===== config.mk =====
export PLATFORM = sky130hd
export DESIGN_NAME = radix4_recode_mul
export DESIGN_NICKNAME = d
export VERILOG_FILES = /design/src/rtl/radix4_recode_mul.sv
export SDC_FILE = /design/constraint.sdc
export NUM_CORES = 1
export LEC_CHECK = 0
export ABC_AREA = 1
export BUFFER_PORTS_ARGS = -buffer_cell sky130_fd_sc_hd__buf_2
export CAP_MARGIN = 20
export CORE_ASPECT_RATIO = 0.5
export CORE_UTILIZATION = 54
export CTS_CLUSTER_SIZE = 8
export DETAILED_ROUTE_END_ITERATION = 6
export PLACE_DENSITY = 0.77
export SLEW_MARGIN = 20
export SYNTH_ARGS = -nofsm -noshare
export SYNTH_HDL_FRONTEND = slang
export SYNTH_SLANG_ARGS = --single-unit

===== constraint.sdc =====
create_clock -name clk -period 2.6 [get_ports clk]
set_input_delay 0.52 -clock clk [delete_from_list [all_inputs] [get_ports clk]]
set_output_delay 0.52 -clock clk [all_outputs]
set_load 0.1 [all_outputs]

===== src/rtl/radix4_recode_mul.sv =====
module radix4_recode_mul #(
  parameter int A_W = 8,
  parameter int X_W = 6
) (
  input  logic               clk,
  input  logic               rst_n,
  input  logic               start,
  input  logic [A_W-1:0]     a,
  input  logic [X_W-1:0]     x,
  output logic [A_W+X_W-1:0] product,
  output logic               done
);
  localparam int ND = (X_W + 1) / 2;
  localparam int LW = 2 * ND;
  localparam int HW = A_W + 3;
  localparam int CW = $clog2(ND + 1);
  localparam int PW = A_W + X_W;

  logic          busy, fix, cy;
  logic [CW-1:0] cnt;
  logic [A_W-1:0] ar;
  logic [LW-1:0] xr, lo;
  logic [HW-1:0] hi;

  logic [2:0]    eff;
  logic          sel_a, sel_2a, sel_n, cy_n, last;
  logic [HW-1:0] a_ext, mult, sum, sum_sh, fix_sum;
  logic [HW+LW-1:0] fin_step, fin_fix;

  assign eff     = {1'b0, xr[1:0]} + {2'b0, cy};
  assign sel_a   = (eff == 3'd1);
  assign sel_2a  = (eff == 3'd2);
  assign sel_n   = (eff == 3'd3);
  assign cy_n    = (eff >= 3'd3);
  assign a_ext   = {3'b0, ar};
  assign mult    = sel_a ? a_ext : sel_2a ? (a_ext << 1) : sel_n ? ~a_ext : '0;
  assign sum     = hi + mult + {{(HW-1){1'b0}}, sel_n};
  assign sum_sh  = HW'($signed(sum) >>> 2);
  assign fix_sum = hi + a_ext;
  assign last    = (cnt == CW'(ND - 1));
  assign fin_step = {sum_sh, sum[1:0], lo[LW-1:2]};
  assign fin_fix  = {fix_sum, lo};

  always_ff @(posedge clk or negedge rst_n) begin
    if (!rst_n) begin
      busy <= 1'b0; fix <= 1'b0; cy <= 1'b0; cnt <= '0;
      ar <= '0; xr <= '0; lo <= '0; hi <= '0;
      product <= '0; done <= 1'b0;
    end else begin
      done <= 1'b0;
      if (start && !busy && !fix) begin
        ar <= a; xr <= LW'(x); hi <= '0; lo <= '0;
        cy <= 1'b0; cnt <= '0; busy <= 1'b1;
      end else if (busy) begin
        hi  <= sum_sh;
        lo  <= {sum[1:0], lo[LW-1:2]};
        xr  <= xr >> 2;
        cy  <= cy_n;
        cnt <= cnt + 1'b1;
        if (last) begin
          busy <= 1'b0;
          if (cy_n) fix <= 1'b1;
          else begin
            done <= 1'b1;
            product <= fin_step[PW-1:0];
          end
        end
      end else if (fix) begin
        hi <= fix_sum; fix <= 1'b0; cy <= 1'b0;
        done <= 1'b1;
        product <= fin_fix[PW-1:0];
      end
    end
  end

  a_r2_done_pulse: assert property (@(posedge clk) disable iff (!rst_n)
    done |=> !done);
  a_r2_product_held: assert property (@(posedge clk) disable iff (!rst_n)
    !$stable(product) |-> done);
  a_r3_fix_single: assert property (@(posedge clk) disable iff (!rst_n)
    fix |=> (!fix && done));
  a_r4_carry_multiple: assert property (@(posedge clk) disable iff (!rst_n)
    (busy && cy_n) |-> (mult == ~a_ext || mult == '0));
  a_r5_ops_kept: assert property (@(posedge clk) disable iff (!rst_n)
    (busy && start) |=> (ar == $past(ar)));
  a_r7_hi_range: assert property (@(posedge clk) disable iff (!rst_n)
    busy |-> ($signed(hi) <= $signed(a_ext) && $signed(hi) >= -$signed(a_ext)));
  a_r7_final_nonneg: assert property (@(posedge clk) disable iff (!rst_n)
    done |-> !hi[HW-1]);
endmodule


==> impl_results.md, run 1 <==
- Die Width: 113 um
- Vias in the first global route: 2993
- Worst setup margin: -0.130 ns
- CTS buffer count: 5
- Routed WL per cell: 14.9 um
- Syn Nets: 496
- Pins Over Slew Limit: 0
- # nets final: 563
- Slew headroom: 0.621
- Initial antenna violation count: 0
- Seq/Total Area, Yosys: 0.382
- DRT Wirelength: 8.87 mm
- Iter 0 DRT Violations: 240
- Crit path buf inv count: 3
- Syn avg cell area: 7.34 um2
- Hold Fails Final Rpt: 0
- Multi-input gate area: 2060 um2
- FF-to-FF setup slack: -0.13 ns
- Tcrit/Tclk final: 1.05
- Layout Skew: 0.00960 ns
- Area Overhead vs Synth: 25.7%
- Number of buffers added on ports: 31
- Post-Synth Adder-Cell Area: 0.0967
- Crit-path cells: ha_4 > ha_4 > inv_2 > nor2_4 > inv_2 > nor2_4 > nand2_1 > a22oi_1 > ha_2 > nand3_1 > nand3_2 > buf_4 > xor2_1 > a21oi_1 > o21ai_1
- H-tree Lvls: 2
- Starting Density: 0.585
- Root buf cell: clkbuf_16
- Compound-gate portion of the synthesized area: 0.116
- Status: complete, but fails checks
- GRT Util Overall: 0.291
- Synth warn: 0
- Crit end category: flip-flop
- Core Region: 5710 um2
- Hold Path Class: input pin to async pin
- CP max stage cell: dfrtp_1
- Post-synth cell types: 35
- Placed cells: 579
- CP arrival: 2.90 ns
- Slew @ Worst Pin: 0.568 ns
- Simple-Gate Fraction of Synth Area: 0.328
- Critical Path Start Type: flip-flop
- Maxcap violations: 0
- Setup violations, final: 17
- Die height: 57.6 um
- Clock insertion delay at the later pin of the skew report: 0.30 ns
- Commonest non-fill, non-tap cell in the layout: nand2_1
- Reg2reg end: product[8]$_DFFE_PN0P_
- FILL cells: 438
- Multiplexer area fraction after synthesis: 0
- Gp weighted congestion: 0.922
- Worst reg2reg path depth: 15
- RSZ-0062 raised after global routing: true
- Hold buffers post-CTS: 0
- ANT cells: 0
- Fmax: 366 MHz
- Storage element area: 1280 um2
- Most frequent cells in the layout: nand2_1 (155), dfrtp_1 (51), inv_1 (41), buf_4 (38)
- Total grt overflow: 0
- Vias per inst: 5.41
- First-pass GRT wire length: 14.4 mm
- DRT Pass-1 Iters: 5
- Largest family of logic cells by synthesized area: simple AND/OR/NAND/NOR gates
- Die Footprint: 6520 um2
- TritonCTS Sinks: 51
- Worst path required time: 2.77 ns
- Cell Count, Final, Fillers Out: 596
- FF-to-FF Start: xr[0]$_DFFE_PN0P_
- Violated checks: negative setup slack
- Xor/xnor cell area share of the yosys netlist: 0.00787
- Synth Instances: 455
- Routed Antenna Nets: 0
- Share of post-route cells with drive strength above 1: 0.268
- Worst-path clk slew: 0.07 ns
- Largest net degree at the start of global routing: 27
- WS Path Type: flip-flop to flip-flop
- Row count: 19
- Final min period: 2.73 ns
- I/O pin total: 32
- Post-Syn Area: 3340 um2
- Crit-path max FO: 6
- Via count: 3224
- Longest Clk Path Bufs: 2
- Post-DP HPWL: 6.42 mm
- Flops & latches, synth: 51
- Residual DRC: 0
- CP max stage delay: 0.42 ns
- Top delay family on crit path: adder cells
- CTS tree: built
-- per-stage QoR --
| step | cell area, um2 | utilization | setup TNS (ns) | hold WS, ns | setup WS, ns |
|---|---|---|---|---|---|
| global placement | 3770 | 0.661 | -1.25 | 0.459 | -0.154 |
| CTS | 4050 | 0.710 | -0.00153 | 0.216 | -0.00141 |
| finish | 4200 | 0.736 | -0.686 | 0.203 | -0.130 |
| detailed placement | 3770 | 0.661 | -2.52 | 0.460 | -0.223 |
| global route | 4200 | 0.736 | -3.86 | 0.231 | -0.267 |
| floorplan | 3360 | - | 0 | 0.224 | 0.0161 |
-- kinds of logic (layout without fill, tap and decap cells) --
kind of cell / after synthesis / count (layout)
XOR/XNOR: 3 / 3
AND/OR/NAND/NOR: 259 / 259
AO/OA/AOI/OAI: 61 / 61
adder cells (fa/ha/maj): 24 / 24
flip-flops: 51 / 51
buffers and inverters: 57 / 125
-- metal layers --
metal  vias to the layer above  track usage  part of all wire  wire, um
met5                         -            0                 0         0
met4                         0       0.0602             0.010        91
met3                        14       0.0542             0.077       687
met2                       111        0.455              0.43      3840
met1                      1483        0.425              0.48      4250
li1                       1616            -                 -         -
-- area by class of cell --
type | count | share of cell area
inverters | 48 | 0.0429
multi-input cells | 347 | 0.490
repair buffers | 69 | 0.105
clock buffers | 5 | 0.0298
flip-flops and latches | 51 | 0.304
well taps | 73 | 0.0218
clock inverters | 3 | 0.00656
-- repair_timing --
| item | in CTS | in global routing |
|---|---|---|
| resized for setup | 25 | 29 |
| setup buffers | 6 | 3 |
| pin swaps | 12 | 17 |
| setup endpoints to repair | 19 | 19 |
-- cell usage after synthesis --
master,instances,area (um2)
a21oi_1,11,55.1
nand4_1,5,31.3
buf_1,1,3.75
a21boi_0,1,7.51
ha_1,21,263
xor2_1,1,8.76
o21ai_2,1,8.76
buf_4,2,15.0
and2_1,1,6.26
a22oi_1,5,37.5
buf_2,2,10.0
o211ai_1,4,30.0
clkbuf_1,3,11.3
nor2_2,2,12.5
fa_1,3,60.1
a31oi_2,5,62.6
buf_6,1,11.3
o21ai_0,27,135
a21o_1,2,15.0
or2_2,1,6.26
inv_1,45,169
nand2_4,1,11.3
o22ai_1,3,18.8
dfrtp_1,51,1280
xnor2_1,2,17.5
nor2_1,34,128
a22o_1,2,17.5
nand3_1,39,195
inv_2,2,7.51
clkinv_1,1,3.75
nand3b_1,5,37.5
nand2_2,2,12.5
nand2_1,166,623
nor3b_1,1,7.51
nor2_4,2,22.5
-- worst max path at each step --
stage,slack [ns],startpoint,endpoint,depth (start not counted)
2_1_floorplan,0.02,cy$_DFFE_PN0P_,hi[10]$_DFFE_PN0P_,17
3_3_place_gp,-0.15,cy$_DFFE_PN0P_,hi[10]$_DFFE_PN0P_,17
3_5_place_dp,-0.22,cy$_DFFE_PN0P_,hi[9]$_DFFE_PN0P_,17
4_1_cts,-0.001,xr[0]$_DFFE_PN0P_,hi[9]$_DFFE_PN0P_,19
5_1_grt,-0.27,xr[0]$_DFFE_PN0P_,product[12]$_DFFE_PN0P_,18
6_report,-0.13,xr[0]$_DFFE_PN0P_,product[8]$_DFFE_PN0P_,15
-- registers in the layout (all words and copies together) (netlist names) --
name	cells
fix	1
lo	6
hi	11
product	14
done	1
ar	8
busy	1
cy	1
xr	6
cnt	2
Power of run 1 is left out: the tool's default activity adds up to more than one toggle a clock period on the data nets, which glitch-free logic cannot reach.
==> run 2, diff against run 1 <==
--- a/config.mk
+++ b/config.mk
@@ -10,9 +10,8 @@
 export CAP_MARGIN = 20
 export CORE_ASPECT_RATIO = 0.5
 export CORE_UTILIZATION = 54
-export CTS_CLUSTER_SIZE = 8
 export DETAILED_ROUTE_END_ITERATION = 6
-export PLACE_DENSITY = 0.77
+export PLACE_DENSITY = 0.75
 export SLEW_MARGIN = 20
 export SYNTH_ARGS = -nofsm -noshare
 export SYNTH_HDL_FRONTEND = slang
==> run 2 against run 1 <==
Effect of this change:
- the run still ends with negative setup slack left
- flip-flop and latch count did not move
- register-to-register slack improved by 0.04 ns
- critical endpoint unchanged
- via count rose by 1.8%
- die area did not move
- worst hold slack got worse by 0.13 ns
- cell count rose by 0.34%
- routed wire length rose by 4.1%
- highest routed layer unchanged
==> impl_results.md, run 2 (same netlist as run 1, synthesis figures left out) <==
- GRT Util Overall: 0.298 (+0.00696)
- Multi-input gate area: 2080 um2 (+1.0%)
- Share of post-route cells with drive strength above 1: 0.270 (+0.00279)
- Initial antenna violation count: 0 (unchanged)
- Setup TNS: -0.889 ns (-0.203 ns)
- Setup violations, final: 17 (unchanged)
- Storage element area: 1280 um2 (unchanged)
- Routed Antenna Nets: 0 (unchanged)
- Die Footprint: 6520 um2 (unchanged)
- Longest Clk Path Bufs: 2 (unchanged)
- Pins Over Slew Limit: 0 (unchanged)
- Total grt overflow: 0 (unchanged)
- Commonest non-fill, non-tap cell in the layout: nand2_1
- Status: complete, but fails checks
- Final min period: 2.69 ns (-0.0375 ns)
- Vias per inst: 5.49 (+1.5%)
- Reg2reg end: product[8]$_DFFE_PN0P_
- Routed WL per cell: 15.4 um (+3.8%)
- Maxcap violations: 0 (unchanged)
- Slew @ Worst Pin: 0.508 ns (-0.0600 ns)
- CP max stage cell: dfrtp_1
- Tcrit/Tclk final: 1.04 (-0.0144)
- Hold Path Class: input pin to async pin
- First-pass GRT wire length: 14.6 mm (+1.1%)
- Row count: 19 (unchanged)
- TritonCTS Sinks: 51 (unchanged)
- Residual DRC: 0 (unchanged)
- I/O pin total: 32 (unchanged)
- H-tree Lvls: 2 (unchanged)
- Hold Fails Final Rpt: 0 (unchanged)
- Crit end category: flip-flop
- Root buf cell: clkbuf_16
- Post-DP HPWL: 6.45 mm (+0.57%)
- Largest net degree at the start of global routing: 29 (+7.4%)
- DRT Wirelength: 9.23 mm (+4.1%)
- Die Width: 113 um (unchanged)
- Largest Register: product
- Critical Path Start Type: flip-flop
- Vias in the first global route: 3029 (+1.2%)
- Starting Density: 0.585 (unchanged)
- CTS buffer count: 5 (unchanged)
- Worst setup margin: -0.0927 ns (+0.0375 ns)
- DRT Pass-1 Iters: 7 (+2)
- Die height: 57.6 um (unchanged)
- FF-to-FF setup slack: -0.09 ns (+0.04 ns)
- Number of buffers added on ports: 31 (unchanged)
- Via count: 3283 (+1.8%)
- Core Region: 5710 um2 (unchanged)
- Most frequent cells in the layout: nand2_1 (153), dfrtp_1 (51), inv_1 (41), buf_4 (39), nand3_1 (33)
- FILL cells: 452 (+3.2%)
- Fmax: 371 MHz (+1.4%)
- Core Util, Final: 0.744 (+0.00811)
- FF-to-FF Start: cy$_DFFE_PN0P_
- Worst path required time: 2.79 ns (+0.02 ns)
- Violated checks: negative setup slack
- Iter 0 DRT Violations: 229 (-4.6%)
- Max reg flops: 14 (unchanged)
- Final hold slack: 0.0686 ns (-0.135 ns)
- Cell Count, Final, Fillers Out: 598 (+0.34%)
- Gp weighted congestion: 1.01 (+9.9%)
- Worst-path clk slew: 0.07 ns (about the same)
- Crit-path cells: ha_2 > ha_4 > inv_4 > nor2_4 > inv_2 > nor2_4 > nand2_2 > a22oi_2 > ha_4 > nand3_2 > nand3_4 > buf_4 > xor2_1 > a21oi_1 > o21ai_0
- CTS tree: built
- Placed cells: 580 (+0.17%)
- CP arrival: 2.88 ns (-0.02 ns)
- Area Overhead vs Synth: 27.1%
- CP max stage delay: 0.39 ns (-0.03 ns)
- Clock insertion delay at the later pin of the skew report: 0.30 ns (about the same)
- Slew headroom: 0.660 (+0.0388)
- Layout Skew: 0.00597 ns (-0.00363 ns)
- # nets final: 565 (+0.36%)
- RSZ-0062 raised after global routing: true
- Crit-path max FO: 5 (-1)
- WS Path Type: flip-flop to flip-flop
- Largest registers: product: 14 flops, hi: 11 flops, ar: 8 flops
- Worst reg2reg path depth: 15 (unchanged)
- ANT cells: 0 (unchanged)
[run 2: worst max path at each step]
stage	startpoint	to	slack, ns	cells past startpoint
global placement	cy$_DFFE_PN0P_	hi[10]$_DFFE_PN0P_	-0.15	17
finish	cy$_DFFE_PN0P_	product[8]$_DFFE_PN0P_	-0.09	15
detailed placement	cy$_DFFE_PN0P_	hi[10]$_DFFE_PN0P_	-0.21	17
global route	xr[0]$_DFFE_PN0P_	hi[5]$_DFFE_PN0P_	-0.19	17
floorplan	cy$_DFFE_PN0P_	hi[10]$_DFFE_PN0P_	0.02	17
CTS	cy$_DFFE_PN0P_	hi[6]$_DFFE_PN0P_	-0.08	17
[run 2: layout make-up]
| class | count | share of cell area |
|---|---|---|
| flip-flops and latches | 51 | 0.301 |
| inverters | 48 | 0.0431 |
| well taps | 73 | 0.0215 |
| clock inverters | 3 | 0.00531 |
| clock buffers | 5 | 0.0295 |
| multi-input cells | 347 | 0.490 |
| repair buffers | 71 | 0.110 |
[run 2: metrics by stage]
stage	area (um2)	setup slack, ns
CTS	4020	-0.0752
floorplan	3360	0.0161
finish	4240	-0.0927
global route	4240	-0.194
detailed placement	3790	-0.213
global placement	3790	-0.149
[run 2: what timing repair did]
action                                 4_1_cts  5_1_grt
gates resized for setup                     18       41
hold buffers                                 0        0
setup endpoints to repair                   19       19
endpoints found under the hold margin        0        0
setup buffers                                4        6
pin swaps                                   16       23
[run 2: routing by layer]
metal,routed length (um),global-route usage,up-vias
met5,0,0,-
met4,201,0.103,0
met3,706,0.0627,19
met2,4090,0.468,130
met1,4230,0.413,1511
li1,-,-,1623
[run 2: critical path: cells and delay by family (launching register included)]
kind | cells | cell delay [ns]
buffers and inverters | 3 | 0.24
DFF | 1 | 0.39
AOI/OAI and AO/OA | 3 | 0.52
and+or+nand+nor | 5 | 0.52
xor gates and xnor gates | 1 | 0.13
adders and majority gates | 3 | 0.77
Power of run 2 is left out for the same reason.
==> run 3, diff against run 2 <==
==> constraint.sdc (replaced) <==
create_clock -name clk -period 2.6 [get_ports clk]
set_input_delay 0 -clock clk [delete_from_list [all_inputs] [get_ports clk]]
set_output_delay 0 -clock clk [all_outputs]
set_load 0.1 [all_outputs]
==> run 3 against run 2 <==
Effect of this change:
- the run still ends with negative setup slack left
- register-to-register slack worse by 0.07 ns
- via count rose by 6.1%
- first-iteration DRC count is 44% higher
- die area unchanged
- non-clock buffer count is 14 higher
- cell count up 2.3%
- routed wire length rose by 6.0%
- critical path depth rose by 2
- worst setup slack worse by 0.073 ns
- flip-flop and latch count is the same
- core utilization increased by 4.1 points
- design area up 5.5%
==> impl_results.md, run 3 (same netlist as run 1, synthesis figures left out) <==
- Vias in the first global route: 3063 (+1.1%)
- GRT Util Overall: 0.290 (-0.00746)
- Layout Skew: 0.00892 ns (+0.00295 ns)
- Routed Antenna Nets: 0 (unchanged)
- Row count: 19 (unchanged)
- Worst setup margin: -0.166 ns (-0.0734 ns)
- Worst path required time: 2.79 ns (about the same)
- Die Footprint: 6520 um2 (unchanged)
- H-tree Lvls: 2 (unchanged)
- Top routing layer used: met4
- Status: complete, but fails checks
- Met2 WL post-DR: 4.41 mm (+7.9%)
- Worst-path clk slew: 0.07 ns (about the same)
- Final min period: 2.77 ns (+0.0734 ns)
- Crit end category: flip-flop
- Worst Hold Depth: 3
- Initial antenna violation count: 0 (unchanged)
- Critical Path Source: xr[0]$_DFFE_PN0P_
- Setup slack at placement: -0.218 ns (-0.00459 ns)
- Largest registers: product: 14 flops, hi: 11 flops, ar: 8 flops
- CP max stage cell: dfrtp_1
- Share of post-route cells with drive strength above 1: 0.302 (+0.0319)
- Core Util, Final: 0.784 (+0.0408)
- Hold Fails Final Rpt: 0 (unchanged)
- Worst reg2reg path depth: 17 (+2)
- Setup violations, final: 13 (-4)
- Fmax: 362 MHz (-2.7%)
- Area Overhead vs Synth: 34.1%
- CTS tree: built
- CP dominant cell by count: nand2_1
- I/O pin total: 32 (unchanged)
- Reg2reg end: product[11]$_DFFE_PN0P_
- WL met3: 836 um (+18%)
- CP arrival: 2.95 ns (+0.07 ns)
- DRT Wirelength: 9.79 mm (+6.0%)
- Crit-path cells: ha_2 > ha_4 > inv_2 > buf_4 > o21ai_0 > a22oi_2 > ha_4 > nand2_2 > buf_4 > nor2_2 > nand2_2 > nand2_1 > nand2_1 > nand3_1 > nand2_1 > nand2_1 > nand2_1
- Slew @ Worst Pin: 0.915 ns (+0.407 ns)
- Starting Density: 0.585 (unchanged)
- Longest Clk Path Bufs: 2 (unchanged)
- ANT cells: 0 (unchanged)
- Placed cell area: 3790 um2 (about the same)
- Residual DRC: 0 (unchanged)
- Worst Hold End: busy$_DFF_PN0_
- Slew headroom: 0.390 (-0.270)
- Hold Path Class: input pin to flip-flop
- # nets final: 579 (+2.5%)
- FILL cells: 375 (-17%)
- Wire length on met1: 4.27 mm (+0.94%)
- Die Width: 113 um (unchanged)
- CP max stage delay: 0.39 ns (about the same)
- Post-DP HPWL: 6.25 mm (-3.1%)
- Via count: 3483 (+6.1%)
- Largest Register: product
- WS Path Type: flip-flop to flip-flop
- Die height: 57.6 um (unchanged)
- Root buf cell: clkbuf_16
- Iter 0 DRT Violations: 330 (+44%)
- Clock insertion delay at the later pin of the skew report: 0.30 ns (about the same)
- Most frequent cells in the layout: nand2_1 (148), dfrtp_1 (51), inv_1 (39), buf_4 (36), buf_2 (31)
- Max reg flops: 14 (unchanged)
- Violated checks: negative setup slack
- Gp weighted congestion: 0.933 (-8.0%)
- Vias per inst: 5.69 (+3.7%)
- CTS buffer count: 5 (unchanged)
- Crit-path max FO: 5 (unchanged)
- Final instance area: 4480 um2 (+5.5%)
- TritonCTS Sinks: 51 (unchanged)
- Routed WL per cell: 16.0 um (+3.6%)
- Number of buffers added on ports: 31 (unchanged)
- Critical Path Start Type: flip-flop
- Pins Over Slew Limit: 0 (unchanged)
- First-pass GRT wire length: 14.6 mm (about the same)
- FF-to-FF Start: xr[0]$_DFFE_PN0P_
- Core Region: 5710 um2 (unchanged)
- Largest net degree at the start of global routing: 38 (+31%)
- RSZ-0062 raised after global routing: true
- Commonest non-fill, non-tap cell in the layout: nand2_1
- Total grt overflow: 0 (unchanged)
- Tcrit/Tclk final: 1.06 (+0.0282)
- Maxcap violations: 0 (unchanged)
- FF-to-FF setup slack: -0.17 ns (-0.07 ns)
- Hold Startpoint: start
- DRT Pass-1 Iters: 5 (-2)
-- run 3: layout make-up --
class / count / area [um2] / area share
Inverter: 48 / 180 / 0.0403
Sequential cell: 51 / 1280 / 0.285
Tap cell: 73 / 91.3 / 0.0204
Clock buffer: 5 / 125 / 0.0280
Timing Repair Buffer: 85 / 609 / 0.136
Multi-Input combinational cell: 347 / 2170 / 0.485
Clock inverter: 3 / 23.8 / 0.00531
-- run 3: worst max path at each step --
stage / slack, ns / to / cells past startpoint
2_1_floorplan: 0.02 / hi[10]$_DFFE_PN0P_ / 17
3_3_place_gp: -0.16 / hi[9]$_DFFE_PN0P_ / 17
3_5_place_dp: -0.22 / hi[8]$_DFFE_PN0P_ / 17
4_1_cts: -0.05 / hi[6]$_DFFE_PN0P_ / 17
5_1_grt: -0.35 / hi[5]$_DFFE_PN0P_ / 17
6_report: -0.17 / product[11]$_DFFE_PN0P_ / 17
-- run 3: per-stage QoR --
| step | std cells | setup TNS (ns) | hold WS, ns |
|---|---|---|---|
| CTS | 606 | -0.116 | 0.0503 |
| finish | 612 | -1.08 | 0.0496 |
| detailed placement | 582 | -2.00 | 0.153 |
| global placement | 582 | -1.07 | 0.150 |
| floorplan | 455 | 0 | -0.296 |
| global route | 612 | -3.19 | 0.0560 |
-- run 3: repair_timing --
action | 4_1_cts | 5_1_grt
setup endpoints to repair | 19 | 19
pin swaps | 17 | 40
setup buffers | 1 | 6
hold buffers | 15 | 0
resized for setup | 20 | 70
hold endpoints to repair | 49 | 0
-- run 3: worst max-delay path, delay by kind of cell (launching register included) --
kind            cells  cell delay, ns
fa+ha+maj           3            0.82
simple gates        9            0.67
compound gates      2            0.45
flops               1            0.39
buf+inv             3            0.34
-- run 3: routing by layer --
layer | track usage | up-vias
met3 | 0.0531 | 35
met4 | 0.0489 | 0
met2 | 0.468 | 179
met5 | 0 | -
li1 | - | 1650
met1 | 0.419 | 1619
Power of run 3 is left out for the same reason.
